--- config.mk ---
export PLATFORM = sky130hd
export DESIGN_NAME = rtc_cal_prescaler
export DESIGN_NICKNAME = d
export VERILOG_FILES = /design/src/rtl/rtc_cal_prescaler.sv
export SDC_FILE = /design/constraint.sdc
export NUM_CORES = 1
export LEC_CHECK = 0
export ABC_AREA = 1
export BUFFER_PORTS_ARGS = -buffer_cell sky130_fd_sc_hd__buf_4
export CAP_MARGIN = 25
export CORE_MARGIN = 1
export CORE_UTILIZATION = 45
export DETAILED_ROUTE_END_ITERATION = 10
export PLACE_DENSITY = 0.69
export SLEW_MARGIN = 20
export SYNTH_ARGS = -nofsm -noshare
export SYNTH_HDL_FRONTEND = slang
export SYNTH_SLANG_ARGS = --single-unit
--- constraint.sdc ---
create_clock -name clk -period 6.53 [get_ports clk]
set_input_delay 0.653 -clock clk [delete_from_list [all_inputs] [get_ports clk]]
set_output_delay 0.653 -clock clk [all_outputs]
set_load 0.03 [all_outputs]
--- src/rtl/rtc_cal_prescaler.sv ---
module rtc_cal_prescaler #(
  parameter int DIV_BITS = 15,
  parameter int WIN_BITS = 19,
  parameter int MAG_BITS = 5
) (
  input  logic       clk,
  input  logic       rst_n,
  input  logic       cnt_en,
  input  logic       wr_en,
  input  logic [7:0] addr,
  input  logic [7:0] wdata,
  output logic [7:0] rdata,
  input  logic       alt_in,
  output logic       sec_tick,
  output logic       shared_out
);
  localparam int TONE_BIT = DIV_BITS - 10;
  localparam int CAL_W    = MAG_BITS + 1;

  logic [7:0]          ctrl_q;
  logic [CAL_W-1:0]    cal_q;
  logic [DIV_BITS-1:0] div_q;
  logic [WIN_BITS-1:0] win_q;

  wire                cal_mode = ctrl_q[6];
  wire                halt     = ctrl_q[7];
  wire                step     = cnt_en & ~halt;
  wire [MAG_BITS-1:0] mag      = cal_q[MAG_BITS-1:0];
  wire                sgn      = cal_q[MAG_BITS];
  wire                adjust   = (mag != '0) && (win_q < WIN_BITS'({mag, 1'b0}));
  wire [1:0]          inc      = !adjust ? 2'd1 : (sgn ? 2'd2 : 2'd0);
  wire [DIV_BITS:0]   sum      = {1'b0, div_q} + (DIV_BITS+1)'(inc);

  assign sec_tick   = step & sum[DIV_BITS];
  assign shared_out = cal_mode ? win_q[TONE_BIT] : alt_in;
  assign rdata      = (addr == 8'h00) ? ctrl_q :
                      (addr == 8'h01) ? 8'(cal_q) : 8'h00;

  always_ff @(posedge clk or negedge rst_n) begin
    if (!rst_n) begin
      ctrl_q <= '0;
      div_q  <= '0;
      win_q  <= '0;
    end else begin
      if (wr_en && addr == 8'h00) ctrl_q <= wdata;
      if (step) begin
        div_q <= sum[DIV_BITS-1:0];
        win_q <= win_q + 1'b1;
      end
    end
  end

  always_ff @(posedge clk) begin
    if (wr_en && addr == 8'h01 && cal_mode) cal_q <= wdata[CAL_W-1:0];
  end

  assert_cal_locked_R4: assert property (@(posedge clk) disable iff (!rst_n)
    !cal_mode |=> $stable(cal_q));

  assert_halt_freezes_R10: assert property (@(posedge clk) disable iff (!rst_n)
    !step |=> ($stable(div_q) && $stable(win_q)));

  assert_halt_no_tick_R10: assert property (@(posedge clk) disable iff (!rst_n)
    halt |-> !sec_tick);

  assert_zero_mag_step_R8: assert property (@(posedge clk) disable iff (!rst_n)
    (step && mag == '0) |=> div_q == $past(div_q) + 1'b1);

  assert_single_wrap_R9: assert property (@(posedge clk) disable iff (!rst_n)
    sec_tick |=> div_q < DIV_BITS'(2));

  assert_tone_steady_R2: assert property (@(posedge clk) disable iff (!rst_n)
    (cal_mode && !step && !wr_en) |=> $stable(shared_out));
endmodule

==> reports/qor.yml, run 1 <==
power:
  switching_share_pct: 32.79
  seqPwrFrac_pct: 54.2
  vdd_ir_drop_max_mv: 0.1113
  p_clk_share_pct: 25.8
  p_int_w: 0.0004746
  combPwrFrac_pct: 20.0
  p_switching_w: 0.0002316
  power_density_mw_per_mm2: 229.0
  power.leakage_nw: 1.524
setup_path:
  crit_fanout: 5
  critPathMaxStageDelay_ns: 0.45
  arrival_ns: 2.50
  crit_path_frequent_cell: "nand2_1"
  crit_path_top_delay_cell: "dfrtp_1"
  critPathCaptureType: "primary output"
  startpoint_type: "flop"
  cp_top_family: "simple AND/OR/NAND/NOR gates"
  path_cells: "ha_1 -> nand2_1 -> nand2_1 -> nand2_1 -> nand2_1 -> nand2_1 -> nand3_1 -> inv_1 -> ha_1 -> a21o_1 -> nand3_4 -> nor2_4 -> nand2_1 -> nor2_1 -> buf_4"
  cp.buffers_inverters: 2
  worstPathRequired_ns: 5.88
  crit_type: "flop to primary output"
worst_hold_path:
  hp-class: "primary input to async pin"
synth:
  yosysMostFrequentCell: "nand2_1"
  synth_top_area_share_pct: 39.03
  synth-edff-count: 6
  synth_nets: 356
  ys_seq_area_share_pct: 45.72
  async_reset_ff_share_pct: 87.50
  synthCells: 327
  synth_common_cells: "nand2_1, inv_1, dfrtp_1"
  syn_area_mm2: 0.002693
  synth_area_leaders: "dfrtp_1, nand2_1, edfxtp_1"
  synth_ff_type: "dfrtp_1"
  synth_seq_cells: 48
  avgSynthCellArea_um2: 8.234
  ys_warn_count: 0
  synth_top_cell_by_area: "dfrtp_1"
  ys_types: 27
die:
  start_util_pct: 47.73
  die_w_um: 79.36
  coreArea_mm2: 0.005642
  rows: 27
  die-area_mm2: 0.006297
  io-pin-count: 31
  die_h_um: 79.36
placed_design:
  placed_cells: 427
  place_hpwl_mm: 3.796
  io_buffers: 30
  gp_congestion: 0.8171
global_routing:
  grt_max_degree: 43
  grt_pass1_wl_mm: 8.873
  grt_pass1_vias: 1961
  antenna_found_initial: 0
  grt_usage_pct: 18.26
  grt_overflow: 0
layout:
  nNetsFinal: 391
  diodes: 0
  fill_cells: 523
  area_growth_pct: 14.54
  layout-drive-gt1-share_pct: 19.01
  fin_cells: 435
sta:
  final_hold_viol_count: 0
  grt_setup_unrepaired: "no"
  finalMaxSlewViolations: 0
  finalCritPeriodShare_pct: 48.30
  fmax_mhz: 317.1
  tightest_slew_ns: 0.5374
  fin_setup_tns_ns: 0
  period_needed_ns: 3.154
  slew_headroom_pct: 64.04
  setup_viol: 0
  clock_skew_ns: 0.005257
clock_network:
  cts_buffers: 5
  clockBufferDepth: 2
  cts_setup_buffers: 0
  clock_latency_ns: 0.31
  ctsHoldBuffers: 0
  cts_max_level: 2
  cts.clk_slew.worst_paths_ns: 0.09
  cts.sinks: 48
  cts_tree: "yes"
  ctsResizeCount: 0
  cts_root_buf: "clkbuf_8"
routing:
  post_drt_wl_per_cell_um: 11.58
  first_pass_iters: 4
  num_vias: 2059
  vias_per_cell: 4.733
  ant_nets: 0
  drc_errors: 0
  dr.first_iter.drc_count: 69
  wirelength_mm: 5.038
run:
  maxCapViolCount: 0
status:
  status: "completed"
## registers in the layout (all words and copies together) (netlist names)
register  flops
win_q        19
div_q        15
ctrl_q        8
cal_q         6
## layout make-up
class	instances	area (um2)	share of cell area [%]
multi-input cells	225	1250	40.53
flip-flops and latches	48	1231	39.92
repair buffers	30	225.2	7.302
inverters	52	195.2	6.329
well taps	72	90.09	2.921
clock buffers	5	68.82	2.231
clock inverters	3	23.77	0.7708
## worst paths after layout
kind                           from  cells past startpoint   endpoint  slack (ns)
setup / recovery           win_q[2]                     15   sec_tick        3.38
hold / removal                rst_n                      1   win_q[7]        0.30
setup reg to reg           win_q[2]                     18  div_q[14]        4.06
hold reg to reg            div_q[4]                      1   div_q[4]        0.48
max in group asynchronous     rst_n                      1  div_q[10]        5.84
min in group clk           div_q[4]                      1   div_q[4]        0.48
## cell usage in the layout (no fill, tap or decap), types with 7 or more instances in the layout
master,count
ha_1,7
o21ai_0,11
xor2_1,13
dfrtp_1,42
nor2_1,29
nor2_4,8
buf_4,30
nand3_1,21
nand2_1,95
inv_1,48
## cell families after synthesis
| kind of cell | after synthesis | share of synthesized area, % |
|---|---|---|
| fa+ha+maj | 8 | 3.996 |
| xor+xnor | 18 | 5.855 |
| flops | 48 | 45.72 |
| compound gates | 13 | 2.509 |
| simple gates | 186 | 34.06 |
| buf+inv | 54 | 7.853 |
## layer usage
layer  up-vias  global-route usage [%]  share of wire, %
met4         0                   6.545               1.5
li1       1080                       -                 -
met3         6                   3.448               2.1
met1       949                   24.67                50
met2        24                   29.14                47
met5         -                       0                 0
## metrics by stage
step                total power (W)  hold slack (ns)  util (%)  area (um2)  setup WS (ns)
floorplan                 0.0004876           0.3574         -        2693          3.685
global placement          0.0005261           0.4550     53.03        2992          3.778
global route              0.0007525           0.3493     54.67        3084          3.090
finish                    0.0007062           0.3042     54.67        3084          3.376
CTS                       0.0007141           0.3370     54.67        3084          3.352
detailed placement        0.0005303           0.4596     53.03        2992          3.706
## power by group through the flow
stage	logic (W)	registers [W]	clock network, W
2_1_floorplan	0.000109	0.000379	0
3_3_place_gp	0.000141	0.000386	0
3_5_place_dp	0.000142	0.000388	0
4_1_cts	0.000144	0.000383	0.000188
5_1_grt	0.000164	0.000387	0.000201
6_report	0.000142	0.000383	0.000182
Power figures use the tool's default switching activity.
==> run 2, diff against run 1 <==
clock period = 3.2 ns   (was 6.53 ns; I/O delays follow)
==> reports/qor.yml, run 2 (synthesized netlist as in run 1, its figures left out) <==
status:
  status: "finished, violations left"
  violations: "hold timing"
setup_path:
  critPathCaptureType: "primary output"
  crit_fanout: 5
  worstPathRequired_ns: 2.88
  arrival_ns: 2.51
  crit_type: "flop to primary output"
  startpoint_type: "flop"
sta:
  final_hold_viol_count: 11
  holdWs_ns: -0.007481
  period_needed_ns: 2.833
  setup_viol: 0
  tightest_slew_ns: 0.5378
  clock_skew_ns: 0.009145
  finalMaxSlewViolations: 0
  fin_setup_tns_ns: 0
  worst_slack_ns: 0.3674
  grt_setup_unrepaired: "no"
  fmax_mhz: 353.0
  slew_headroom_pct: 64.15
  finalCritPeriodShare_pct: 88.52
layout:
  top_regs: "win_q x19, div_q x15, ctrl_q x8"
  mostFrequentLayoutCell: "nand2_1"
  diodes: 0
  final_cell_mix: "nand2_1, inv_1, dfrtp_1, buf_4, nor2_1"
  largest_register_ffs: 19
  layout-drive-gt1-share_pct: 18.73
  area_growth_pct: 15.24
  postLayoutCoreUtil_pct: 55.00
  regMostFlops: "win_q"
  fill_cells: 513
  nNetsFinal: 391
placed_design:
  io_buffers: 30
  place_hpwl_mm: 3.941
  gp_congestion: 0.7932
  place_ws_ns: 0.6834
clock_network:
  ctsResizeCount: 0
  cts.sinks: 48
  cts_root_buf: "clkbuf_8"
  clockBufferDepth: 2
  clock_latency_ns: 0.30
  cts_tree: "yes"
  cts_buffers: 5
  cts_max_level: 2
  ctsHoldBuffers: 0
  cts.clk_slew.worst_paths_ns: 0.09
  cts_setup_buffers: 0
global_routing:
  grt_overflow: 0
  grt_usage_pct: 18.99
  grt_pass1_wl_mm: 9.211
  grt_pass1_vias: 2027
  antenna_found_initial: 0
  grt_max_degree: 43
power:
  power.leakage_nw: 1.539
  vdd_ir_drop_max_mv: 0.3153
  power_density_mw_per_mm2: 489.0
routing:
  drc_errors: 0
  wl_met1_mm: 2.502
  num_vias: 2085
  ant_nets: 0
  vias_per_cell: 4.793
  dr.first_iter.drc_count: 63
  highest_layer: "met4"
  first_pass_iters: 4
  wirelength_mm: 5.215
  post_drt_wl_per_cell_um: 11.99
  wl_met2_mm: 2.501
  dr_wl_met3_um: 137
die:
  io-pin-count: 31
  start_util_pct: 47.73
  die_w_um: 79.36
  die-area_mm2: 0.006297
  die_h_um: 79.36
  coreArea_mm2: 0.005642
  rows: 27
worst_hold_path:
  hp-class: "primary input to async pin"
run:
  maxCapViolCount: 0
run 2: area by class of cell:
cell class	instances	area, um2	area share [%]
clock inverter	3	42.54	1.371
tap	72	90.09	2.903
sequential	48	1231	39.68
timing repair buffer	30	225.2	7.258
multi-input combinational	225	1250	40.28
inverter	52	195.2	6.290
clock buffer	5	68.82	2.218
run 2: power by group:
group          switching [W]  total [W]  internal, W
combinational       0.000172   0.000295     0.000123
clock               0.000209   0.000441     0.000232
sequential         0.0000892   0.000782     0.000692
run 2: critical path, stage by stage (launching register included):
cell and delay [ns]:
dfrtp_1 0.44, ha_1 0.21, nor2_1 0.09, nand2_1 0.06, nor2_1 0.10, nand2_1 0.08, nor2_1 0.17, nand3_1 0.15
inv_1 0.08, ha_1 0.11, a21o_1 0.16, nand3_4 0.09, nor2_4 0.14, nand2_1 0.08, nor2_1 0.09, buf_4 0.16
run 2: worst paths after layout:
kind                       startpoint         to  slack, ns  cells past startpoint
setup / recovery             win_q[5]   sec_tick       0.37                     15
hold / removal                  rst_n   win_q[7]     -0.007                      1
setup reg to reg             win_q[5]  div_q[14]       0.68                     16
hold reg to reg             ctrl_q[5]  ctrl_q[5]       0.48                      2
max in group asynchronous       rst_n   div_q[4]       2.83                      1
min in group clk             wdata[0]   cal_q[0]       0.20                      1
run 2: per-stage QoR:
stage	total power, W	instance area [um2]	std cells
after floorplan	0.0009951	2693	327
after global routing	0.001619	3103	435
after detailed placement	0.001089	2992	427
after global placement	0.001075	2992	427
after CTS	0.001538	3103	435
final	0.001517	3103	435
run 2: metal layers:
metal	up-vias	track usage, %
met5	-	0
met4	0	5.818
met3	6	3.448
met2	29	31.47
met1	970	25.09
li1	1080	-
==> run 3, diff against run 2 <==
CORE_UTILIZATION = 50   (was 45)
PLACE_DENSITY = 0.75   (was 0.69)
REMOVE_ABC_BUFFERS = 1   (was not set)
TNS_END_PERCENT = 50   (was not set)
==> reports/qor.yml, run 3 (synthesized netlist as in run 1, its figures left out) <==
status:
  status: "finished, violations left"
  violations: "hold timing"
routing:
  dr.first_iter.drc_count: 89
  wirelength_mm: 5.052
  ant_nets: 0
  num_vias: 2084
  first_pass_iters: 6
  vias_per_cell: 4.813
  drc_errors: 0
  post_drt_wl_per_cell_um: 11.67
placed_design:
  gp_congestion: 0.8127
  io_buffers: 30
  place_hpwl_mm: 3.798
sta:
  finalCritPeriodShare_pct: 89.23
  final_hold_viol_count: 12
  fmax_mhz: 350.2
  setup_viol: 0
  finalMaxSlewViolations: 0
  clock_skew_ns: 0.006343
  slew_headroom_pct: 64.44
  period_needed_ns: 2.855
  tightest_slew_ns: 0.5334
  holdWs_ns: -0.01333
  grt_setup_unrepaired: "no"
  fin_setup_tns_ns: 0
setup_path:
  crit_type: "flop to primary output"
  crit_fanout: 5
  worstPathRequired_ns: 2.88
  startpoint_type: "flop"
  r2r_slack_ns: 0.68
  path_cells: "ha_1 -> nor2_1 -> nand2_1 -> nor2_1 -> nand2_1 -> nor2_1 -> nand3_1 -> inv_1 -> ha_1 -> a21o_1 -> nand3_4 -> nor2_4 -> nand2_1 -> nor2_1 -> buf_4"
  r2r-end: "div_q[14]"
  crit_end: "sec_tick"
  arrival_ns: 2.54
  critPathMaxStageDelay_ns: 0.47
  cp_top_family: "simple AND/OR/NAND/NOR gates"
  cp.buffers_inverters: 2
  r2r_start: "win_q[5]"
  critPathLaunch: "win_q[5]"
  crit_path_top_delay_cell: "dfrtp_1"
  critPathCaptureType: "primary output"
  worstSetupPathDepth: 15
  crit_path_frequent_cell: "nor2_1"
  rr_worst_depth: 16
power:
  power.leakage_nw: 1.538
  vdd_ir_drop_max_mv: 0.3365
  power_density_mw_per_mm2: 488.3
die:
  die-area_mm2: 0.005683
  io-pin-count: 31
  start_util_pct: 52.39
  die_h_um: 75.39
  die_w_um: 75.39
  coreArea_mm2: 0.005140
  rows: 26
layout:
  nNetsFinal: 391
  top_regs: "win_q x19, div_q x15, ctrl_q x8"
  diodes: 0
  layout-drive-gt1-share_pct: 18.73
  final_cell_mix: "nand2_1, inv_1, dfrtp_1, buf_4, nor2_1"
  postLayoutCoreUtil_pct: 60.25
  mostFrequentLayoutCell: "nand2_1"
  area_growth_pct: 15.01
  regMostFlops: "win_q"
  largest_register_ffs: 19
clock_network:
  clock_latency_ns: 0.30
  cts_root_buf: "clkbuf_8"
  cts.clk_slew.worst_paths_ns: 0.09
  ctsHoldBuffers: 0
  cts_setup_buffers: 0
  cts_max_level: 2
  ctsResizeCount: 0
  cts_tree: "yes"
  clockBufferDepth: 2
  cts.sinks: 48
  cts_buffers: 5
global_routing:
  grt_usage_pct: 20.39
  grt_pass1_wl_mm: 8.645
  grt_pass1_vias: 1961
  grt_max_degree: 43
  antenna_found_initial: 0
  grt_overflow: 0
run:
  maxCapViolCount: 0
worst_hold_path:
  hp-class: "primary input to async pin"
-- run 3: cell count changes in the layout (fill, tap and decap cells not counted), sizes merged --
cell	before	now
clkbuf	5	6
clkinv	2	1
-- run 3: worst min path at each step --
stage / startpoint / end / cells after the start
final: rst_n / win_q[10] / 1
after global routing: rst_n / win_q[9] / 1
after CTS: rst_n / win_q[9] / 1
after detailed placement: rst_n / win_q[10] / 1
after global placement: rst_n / win_q[10] / 1
after floorplan: rst_n / ctrl_q[0] / 0
-- run 3: area by class of cell --
cell class              instances  area (um2)
repair buffers                 30       225.2
well taps                      70       87.58
inverters                      52       195.2
fillers                       488        2043
clock inverters                 2       35.03
clock buffers                   6       72.57
multi-input cells             225        1250
flip-flops and latches         48        1231
-- run 3: where the power goes --
part / internal [W] / leakage, nW / switching (W)
sequential: 0.000692 / 0.587 / 0.0000917
clock: 0.000232 / 0.0552 / 0.000198
combinational: 0.000123 / 0.896 / 0.000175
total: 0.00105 / 1.54 / 0.000464
-- run 3: stage by stage --
step	cell area (um2)	total power, W	hold slack [ns]	setup slack [ns]	std cells
floorplan	2676	0.0009933	0.02441	0.6883	325
global placement	2989	0.001073	0.3450	0.7225	425
detailed placement	2989	0.001089	0.3419	0.6671	425
CTS	3097	0.001528	0.01133	0.3211	433
global route	3097	0.001607	0.03456	0.1456	433
finish	3097	0.001512	-0.01333	0.3447	433
-- run 3: per-layer routing --
layer / global-route usage [%] / vias up / wire [um] / part of all wire, %
li1: - / 1080 / - / -
met3: 4.497 / 11 / 167 / 3.3
met1: 27.14 / 956 / 2413 / 48
met5: 0 / - / 0 / 0
met4: 7.407 / 0 / 99 / 2.0
met2: 32.94 / 37 / 2372 / 47
